===== src/rtl/pll_lockdet_pkg.sv =====
package pll_lockdet_pkg;

    // Verdict for one comparison cycle
    typedef enum logic [1:0] {
        CLS_GOOD = 2'd0,
        CLS_MID  = 2'd1,
        CLS_BAD  = 2'd2
    } phase_cls_e;

    // Measurement state: idle or waiting for the partner edge
    typedef enum logic {
        MS_IDLE = 1'b0,
        MS_WAIT = 1'b1
    } meas_state_e;

endpackage


===== src/rtl/pll_edge_meter.sv =====
module pll_edge_meter
    import pll_lockdet_pkg::*;
#(
    parameter int TIGHT_CNT = 3,
    parameter int LOOSE_CNT = 6,
    parameter int MAX_WAIT  = 40
) (
    input  logic       clk,
    input  logic       clr,
    input  logic       ref_in,
    input  logic       fb_in,
    output logic       res_valid,
    output phase_cls_e res_cls
);
    localparam int CW = $clog2(MAX_WAIT + 1);

    typedef struct packed {
        meas_state_e   st;
        logic          lead_ref;
        logic [CW-1:0] cnt;
        logic          ref_prev;
        logic          fb_prev;
    } meter_t;

    meter_t        m_d, m_q;
    logic          ref_rise, fb_rise, partner, lead_again;
    logic [CW-1:0] err;
    logic          miss;

    always_comb begin
        ref_rise   = ref_in & ~m_q.ref_prev;
        fb_rise    = fb_in & ~m_q.fb_prev;
        partner    = m_q.lead_ref ? fb_rise : ref_rise;
        lead_again = m_q.lead_ref ? ref_rise : fb_rise;
        m_d          = m_q;
        m_d.ref_prev = ref_in;
        m_d.fb_prev  = fb_in;
        res_valid    = 1'b0;
        err          = '0;
        miss         = 1'b0;
        if (m_q.st == MS_IDLE) begin
            if (ref_rise && fb_rise) begin
                res_valid = 1'b1;
            end else if (ref_rise || fb_rise) begin
                m_d.st       = MS_WAIT;
                m_d.lead_ref = ref_rise;
                m_d.cnt      = CW'(1);
            end
        end else begin
            if (partner) begin
                res_valid = 1'b1;
                err       = m_q.cnt;
                m_d.st    = lead_again ? MS_WAIT : MS_IDLE;
                m_d.cnt   = CW'(1);
            end else if (lead_again) begin
                res_valid = 1'b1;
                miss      = 1'b1;
                m_d.cnt   = CW'(1);
            end else if (m_q.cnt == CW'(MAX_WAIT)) begin
                res_valid = 1'b1;
                miss      = 1'b1;
                m_d.st    = MS_IDLE;
            end else begin
                m_d.cnt = m_q.cnt + 1'b1;
            end
        end
        if (miss || err > CW'(LOOSE_CNT)) begin
            res_cls = CLS_BAD;
        end else if (err < CW'(TIGHT_CNT)) begin
            res_cls = CLS_GOOD;
        end else begin
            res_cls = CLS_MID;
        end
        if (clr) begin
            m_d.st       = MS_IDLE;
            m_d.lead_ref = 1'b0;
            m_d.cnt      = '0;
        end
    end

    always_ff @(posedge clk) begin
        m_q <= m_d;
    end

    // Waiting counter stays inside its window
    assert_wait_window_R7: assert property (@(posedge clk) disable iff (clr)
        (m_q.st == MS_WAIT) |-> (m_q.cnt != '0 && m_q.cnt <= CW'(MAX_WAIT)));

    // Window exhausted always yields a verdict
    assert_timeout_verdict_R7: assert property (@(posedge clk) disable iff (clr)
        (m_q.st == MS_WAIT && m_q.cnt == CW'(MAX_WAIT)) |-> res_valid);

    // Coincident edges while idle give a good cycle
    assert_coincident_good_R6: assert property (@(posedge clk) disable iff (clr)
        (m_q.st == MS_IDLE && ref_in && !m_q.ref_prev && fb_in && !m_q.fb_prev)
        |-> (res_valid && res_cls == CLS_GOOD));

    // A re-fired leading edge without partner is judged bad
    assert_refire_bad_R8: assert property (@(posedge clk) disable iff (clr)
        (m_q.st == MS_WAIT && lead_again && !partner) |-> (res_valid && res_cls == CLS_BAD));

endmodule


===== src/rtl/pll_lock_judge.sv =====
module pll_lock_judge
    import pll_lockdet_pkg::*;
#(
    parameter int RUN_LO = 3,
    parameter int RUN_HI = 5
) (
    input  logic       clk,
    input  logic       clr,
    input  logic       precise,
    input  logic       res_valid,
    input  phase_cls_e res_cls,
    output logic       lock
);
    localparam int RW = $clog2(RUN_HI + 1);

    typedef struct packed {
        logic          locked;
        logic [RW-1:0] run;
    } judge_t;

    judge_t        j_d, j_q;
    logic [RW-1:0] need;

    always_comb begin
        need = precise ? RW'(RUN_HI) : RW'(RUN_LO);
        j_d  = j_q;
        if (res_valid) begin
            case (res_cls)
                CLS_GOOD: begin
                    if (j_q.run < RW'(RUN_HI)) begin
                        j_d.run = j_q.run + 1'b1;
                    end
                    if (j_d.run >= need) begin
                        j_d.locked = 1'b1;
                    end
                end
                CLS_MID: begin
                    j_d.run = '0;
                end
                default: begin
                    j_d.run    = '0;
                    j_d.locked = 1'b0;
                end
            endcase
        end
        if (clr) begin
            j_d = '0;
        end
    end

    always_ff @(posedge clk) begin
        j_q <= j_d;
    end

    assign lock = j_q.locked;

    // Lock only rises right after a good verdict
    assert_rise_after_good_R2: assert property (@(posedge clk) disable iff (clr)
        $rose(j_q.locked) |-> $past(res_valid && res_cls == CLS_GOOD));

    // Lock only rises once the selected run length is reached
    assert_rise_needs_run_R3: assert property (@(posedge clk) disable iff (clr)
        $rose(j_q.locked) |-> (j_q.run >= $past(need)));

    // A bad verdict drops lock on the next edge
    assert_bad_drops_R4: assert property (@(posedge clk) disable iff (clr)
        (res_valid && res_cls == CLS_BAD) |=> !j_q.locked);

    // An in-between verdict holds lock and clears the run
    assert_mid_holds_R5: assert property (@(posedge clk) disable iff (clr)
        (res_valid && res_cls == CLS_MID) |=> ($stable(j_q.locked) && j_q.run == '0));

endmodule


===== src/rtl/pll_lock_detector.sv =====
module pll_lock_detector
    import pll_lockdet_pkg::*;
#(
    parameter int TIGHT_CNT = 3,
    parameter int LOOSE_CNT = 6,
    parameter int MAX_WAIT  = 40,
    parameter int RUN_LO    = 3,
    parameter int RUN_HI    = 5
) (
    input  logic clk,
    input  logic rst,
    input  logic init_pulse,
    input  logic precise,
    input  logic ref_in,
    input  logic fb_in,
    output logic lock_o
);
    logic       clr;
    logic       res_valid;
    phase_cls_e res_cls;

    assign clr = rst | init_pulse;

    pll_edge_meter #(
        .TIGHT_CNT(TIGHT_CNT),
        .LOOSE_CNT(LOOSE_CNT),
        .MAX_WAIT (MAX_WAIT)
    ) u_meter (
        .clk      (clk),
        .clr      (clr),
        .ref_in   (ref_in),
        .fb_in    (fb_in),
        .res_valid(res_valid),
        .res_cls  (res_cls)
    );

    pll_lock_judge #(
        .RUN_LO(RUN_LO),
        .RUN_HI(RUN_HI)
    ) u_judge (
        .clk      (clk),
        .clr      (clr),
        .precise  (precise),
        .res_valid(res_valid),
        .res_cls  (res_cls),
        .lock     (lock_o)
    );

    // Initialisation pulse clears lock on the next edge
    assert_init_clears_R9: assert property (@(posedge clk) disable iff (rst)
        init_pulse |=> !lock_o);

    // Reset leaves lock low
    assert_reset_low_R1: assert property (@(posedge clk)
        $past(rst) |-> !lock_o);

endmodule


===== config.mk =====
export PLATFORM = sky130hd
export DESIGN_NAME = pll_lock_detector
export DESIGN_NICKNAME = d
export VERILOG_FILES = /design/src/rtl/pll_lockdet_pkg.sv /design/src/rtl/pll_edge_meter.sv /design/src/rtl/pll_lock_judge.sv /design/src/rtl/pll_lock_detector.sv
export SDC_FILE = /design/constraint.sdc
export NUM_CORES = 1
export LEC_CHECK = 0
export BUFFER_PORTS_ARGS = -buffer_cell sky130_fd_sc_hd__buf_2
export CAP_MARGIN = 25
export CORE_UTILIZATION = 38
export DETAILED_ROUTE_END_ITERATION = 16
export GPL_TIMING_DRIVEN = 0
export PLACE_DENSITY = 0.67
export SLEW_MARGIN = 20
export SYNTH_ARGS = -nofsm -noshare
export SYNTH_HDL_FRONTEND = slang
export SYNTH_SLANG_ARGS = --single-unit

===== constraint.sdc =====
create_clock -name clk -period 1.4 [get_ports clk]
set_input_delay 0.21 -clock clk [delete_from_list [all_inputs] [get_ports clk]]
set_output_delay 0.21 -clock clk [all_outputs]
set_load 0.05 [all_outputs]

* Word level (Yosys, flattened, before mapping) *
Cells that the tools add are included.

word-level totals
  register bits = 14
  latch bits = 0
  RAM bits = 0
  bits in read-only memories = 0
  input bits = 6
  output and inout bits = 1
  logic and storage cells = 65
  memories = 0

cells by class
  add/sub/neg operators = 2
  multipliers = 0
  divide/modulo/power cells = 0
  order comparisons = 4
  equal/unequal tests = 5
  shifts and indexed selects = 0
  multiplexer cells = 31
  bitwise logic cells = 8
  reductions and logical operators = 8

operators with widths
  cell                                                                      count
  6-bit 2-to-1 mux                                                          6
  1-bit 2-to-1 mux                                                          16
  8-bit 2-to-1 mux                                                          2
  3-bit 2-to-1 mux                                                          5
  3-bit AND reduction                                                       3
  6-bit by 1-bit adder with 6-bit output (second input constant)            1
  6-bit equality test (second input constant)                               1
  6-bit by 3-bit > comparator with 1-bit output (second input constant)     1
  6-bit by 2-bit < comparator with 1-bit output (second input constant)     1
  1-bit inverter                                                            5
  2-bit by 1-bit inequality test with 1-bit output (second input constant)  2
  4-bit inequality test (second input constant)                             1
  3-bit by 1-bit adder with 3-bit output (second input constant)            1
  3-bit >= comparator                                                       1
  3-bit < comparator (second input constant)                                1
  1-bit bitwise AND                                                         2
  2-bit by 1-bit equality test with 1-bit output (second input constant)    1
  2-bit logical NOT                                                         1
  1-bit logical OR                                                          2
  2-bit 2-to-1 mux                                                          1
  1-bit one-hot mux with 2 select lines                                     1
  2-bit nonzero test                                                        1
  1-bit logical AND                                                         1
  1-bit bitwise OR                                                          1

* Depth between registers and ports, before layout *
  depth after elaboration = 14
  depth in mapped cells = 9
  mapped depth without buffers = 9

* By module *
Synthesis repeated with hierarchy kept, for this count alone.

unflattened totals
  cells, all modules = 110
  area total of the unflattened synthesis = 982.2 sq um

modules (own cells, without submodules)
  module             times used  cells an instance  area an instance (sq um)  seq. area each (sq um)
  pll_edge_meter     1           77                 714.4                     200.2
  pll_lock_judge     1           32                 261.5                     80.1
  pll_lock_detector  1           1                  6.3                       0.0

* Least setup slack after synthesis *
Ideal clock, no wire load.

  path kind = flip-flop to flip-flop
  start point = register u_judge.j_q[0] (netlist name)
  end point = register u_judge.j_q (netlist bit u_judge.lock)
  setup time = 0.126 ns
  arrival time = 1.454 ns
  data required time = 1.274 ns
  path slack = -0.180 ns
  stages on the path, launching flop included = 10
  buffers on the path = 0
  clock period less this slack = 1.580 ns
  cell sequence = dfxtp_1 ha_1 nand2_1 nand2_1 ha_1 o211a_1 o21ai_0 nand2b_1 a21oi_1 a21oi_1

between the ends
  longest elaborated chain between the ends = 7
  elaborated cells on any way between the ends = 8
  those cells by class = add/sub (1); order compare (2); eq/ne (1); mux (3); reduce/logical (1)

ends and longest elaborated chain
  element                                                                              line                                        RTL
  start: declaration                                                                   pll_lock_judge.sv:21                        judge_t j_d, j_q;
  start signal: assignment                                                             pll_lock_judge.sv:52                        j_q <= j_d;
  3-bit by 1-bit adder with 3-bit output / 3-bit < comparator (equally long branches)  pll_lock_judge.sv:31, pll_lock_judge.sv:30
  3-bit 2-to-1 mux (*)                                                                 pll_lock_judge.sv:30                        if (j_q.run < RW'(RUN_HI)) begin
  3-bit 2-to-1 mux (*)                                                                 pll_lock_judge.sv:28                        case (res_cls)
  3-bit 2-to-1 mux (*)                                                                 pll_lock_judge.sv:27                        if (res_valid) begin
  3-bit >= comparator (*)                                                              pll_lock_judge.sv:33                        if (j_d.run >= need) begin
  2-bit by 1-bit inequality test with 1-bit output (no line) (*)                       --
  3-bit AND reduction (no line) (*)                                                    --

Mark *: on every way between the ends. The rest lies on a longest branch, timed or not. The select of a mux whose other input is x is not followed.
A chain may end at the register's enable or synchronous reset.

* Worst setup path in the final report *
  start point = register u_meter.m_q[6] (netlist name)
  end point = register u_judge.j_q[0] (netlist name)

between the ends
  longest elaborated chain between the ends = 9
  elaborated cells on any way between the ends = 16
  those cells by class = order compare (2); eq/ne (1); mux (11); reduce/logical (2)

ends and longest elaborated chain
  element                                                                                line                  RTL
  start: declaration                                                                     pll_edge_meter.sv:25  meter_t m_d, m_q;
  start signal: assignment                                                               pll_edge_meter.sv:82  m_q <= m_d;
  branches (longest 9 deep; another with 6-bit by 2-bit < comparator with 1-bit output)  --

Parallel ways; which one is timed is not known.

==> metrics.cfg <==
[pwr]
power.total_uw=873.2
peakVddDrop_mv=0.5116
p_per_area_nw_per_um2=744.8
p_leak_nw=0.4484

[clock_network]
clock_sinks=14
cts_buffer_depth=2
cts_root_buffer=clkbuf_4
cts_tree=built
cts_buffers=3
cts_hold_buf=0
htree_levels=1
clkTransAtPathRegs_ns=0.09
clk_latency_ns=0.28

[setup_path]
crit_path_end_kind=flip-flop
crit_arrival_ns=1.79
required_ns=1.62
path_class=flip-flop to flip-flop
startpoint_type=flip-flop
crit_path_max_fanout=4

[outcome]
violations=negative setup slack
status=finished with violations

[logic_synthesis]
yosysSeqAreaShare_pct=33.94
mappedNetlistArea_um2=825.8
synth_fp_nets=110
synth.distinct_cells=29
ys_warn_count=0
ys_ff_latch=14
syn_avg_cell_area_um2=8.513
synth_cells=97

[timing]
rsz0062_at_grt=yes
relSlewSlack_pct=78.18
finClkSkew_ns=0.003349
worstMarginPinSlew_ns=0.3261
slew_violations=0
fin_crit_sh_pct=112.3
setup_slack_ns=-0.1726
setup_violations=10
min_period_ns=1.573
fmax_mhz=635.9
hold_viol_final=0

[grt]
grt_pass1_vias=684
grt.overflow.total=0
grt_pass1_wl_um=3029
grt_max_degree=9
antenna_found_initial=0
grt_usage_pct=16.78

[layout]
stdcell_area_um2=1172
postLayoutCoreUtil_pct=58.56
layout-area-overhead-vs-synth_pct=41.97
insertedDiodeCount=0
drive_above_1_share_pct=50.00
fin_nets=132
finalNonFillerCells=145

[die]
num_rows=16
core_um2=2002
fp.dieH_um=48.62
die_area_um2=2363
die_x_um=48.62
initial_core_util_pct=41.25
io_pins=7

[place]
portBuffers=6
dp.cells=130
place_area_um2=935.9
place_ws_ns=-0.2540
dp_hpwl_um=1186
place_congestion=0.7887

[drt]
drtIter0Drc=16
wl_per_cell_um=12.64
drt_pass1_iterations=4
wirelength_um=1833
drc=0
detail-route-antenna-nets=0
via_per_inst=5.297
vias=768

[job]
maxCapViolCount=0

[hold_path]
hp-class=primary input to flip-flop

## critical path: stages, from the launching register on
cell      delay [ns]
dfxtp_1         0.37
nor2_2          0.16
nand4_1         0.20
a221oi_4        0.34
a21boi_4        0.26
a21oi_1         0.08
nor2_1          0.09
## timing repair
item / CTS / global route
cloned: 0 / 0
setup endpoints to repair: 11 / 12
gates resized for setup: 12 / 12
buffers inserted: 9 / 2
pin swaps: 9 / 6
hold endpoints to repair: 0 / 0
## report_power, final
| part | internal, mW | leakage (nW) | total [mW] | switching [mW] |
|---|---|---|---|---|
| Sequential | 0.406 | 0.116 | 0.415 | 0.00911 |
| Combinational | 0.0771 | 0.311 | 0.166 | 0.0888 |
| Clock | 0.158 | 0.0210 | 0.293 | 0.134 |
| Total | 0.641 | 0.448 | 0.873 | 0.232 |
## through the flow
stage	setup TNS [ns]	hold WS, ns
floorplan	-0.2128	0.2377
global route	-2.206	0.03091
global placement	-1.722	0.3277
detailed placement	-2.229	0.3326
CTS	-1.191	0.03531
finish	-1.205	0.04053
## synth_stat cells
master     number  area (µm²)
a2111oi_1       1       10.01
and3_1          1       6.260
xor2_1          4       35.03
nand2_1         7       26.28
nand2b_1        3       18.77
and3_4          1       11.26
mux2i_1         2       20.02
a221oi_2        1       15.01
and4_1          1       8.760
o21ai_1         1       5.000
ha_1            7       87.58
nor3_1          7       35.03
nand3_1         1       5.000
inv_1           4       15.01
a21oi_1         9       45.04
o211a_1         1       10.01
a41oi_1         1       8.760
and2b_2         1       8.760
o211ai_1        1       7.510
o21ai_0         3       15.01
nor2_1         16       60.06
a21boi_0        1       7.510
inv_2           1       3.750
nor2b_4         1       13.76
nand4_1         3       18.77
a22o_2          2       20.02
a21boi_2        1       11.26
dfxtp_1        14       280.3
a21oi_4         1       16.27
## per-layer routing
metal	global-route usage, %	wire length [µm]
met1	20.66	863
met2	26.39	893
met3	5.660	47
met4	7.353	28
met5	0	0
## path summary, 6_finish.rpt
| path | slack, ns | endpoint | from | cells after the start |
|---|---|---|---|---|
| max | -0.17 | u_judge.j_q[0] | u_meter.m_q[6] | 6 |
| min | 0.04 | u_meter.m_q[0] | fb_in | 1 |
| max reg2reg | -0.17 | u_judge.j_q[0] | u_meter.m_q[6] | 6 |
| min reg2reg | 0.52 | u_judge.lock | u_judge.lock | 2 |
## kinds of logic after synthesis
kind of cell / count (synthesis) / share of synthesized area, %
muxes: 2 / 2.424
adders and majority gates: 7 / 10.61
xor gates and xnor gates: 4 / 4.242
buffers and inverters: 5 / 2.272
DFF: 14 / 33.94
and+or+nand+nor: 42 / 25.76
AOI/OAI and AO/OA: 23 / 20.76
## state kept, by name (all words and copies together), names as in the netlist
register and cells:
u_meter.m_q 10, u_judge.j_q 3, u_judge.lock 1
## placed cells by master, fill, tap and decap left out, drive strengths merged
master   instances
a2111oi          1
a21boi           2
a21oi           10
a221oi           1
a22o             2
a41oi            1
and2b            1
and3             2
and4             1
buf             17
clkbuf           4
dfxtp           14
ha               7
inv              5
mux2i            2
nand2            7
nand2b           3
nand3            1
nand4            3
nor2            16
nor2b            1
nor3             7
o211a            1
o211ai           1
o21ai            4
xor2             4
## layout make-up
cell class	count	area, µm²
repair buffers	17	120.1
flip-flops and latches	14	289.0
inverters	5	21.27
clock buffers	4	36.28
well taps	27	33.78
multi-input cells	78	671.9
fillers	167	829.5
No activity file was read; power rests on OpenSTA's default activity.
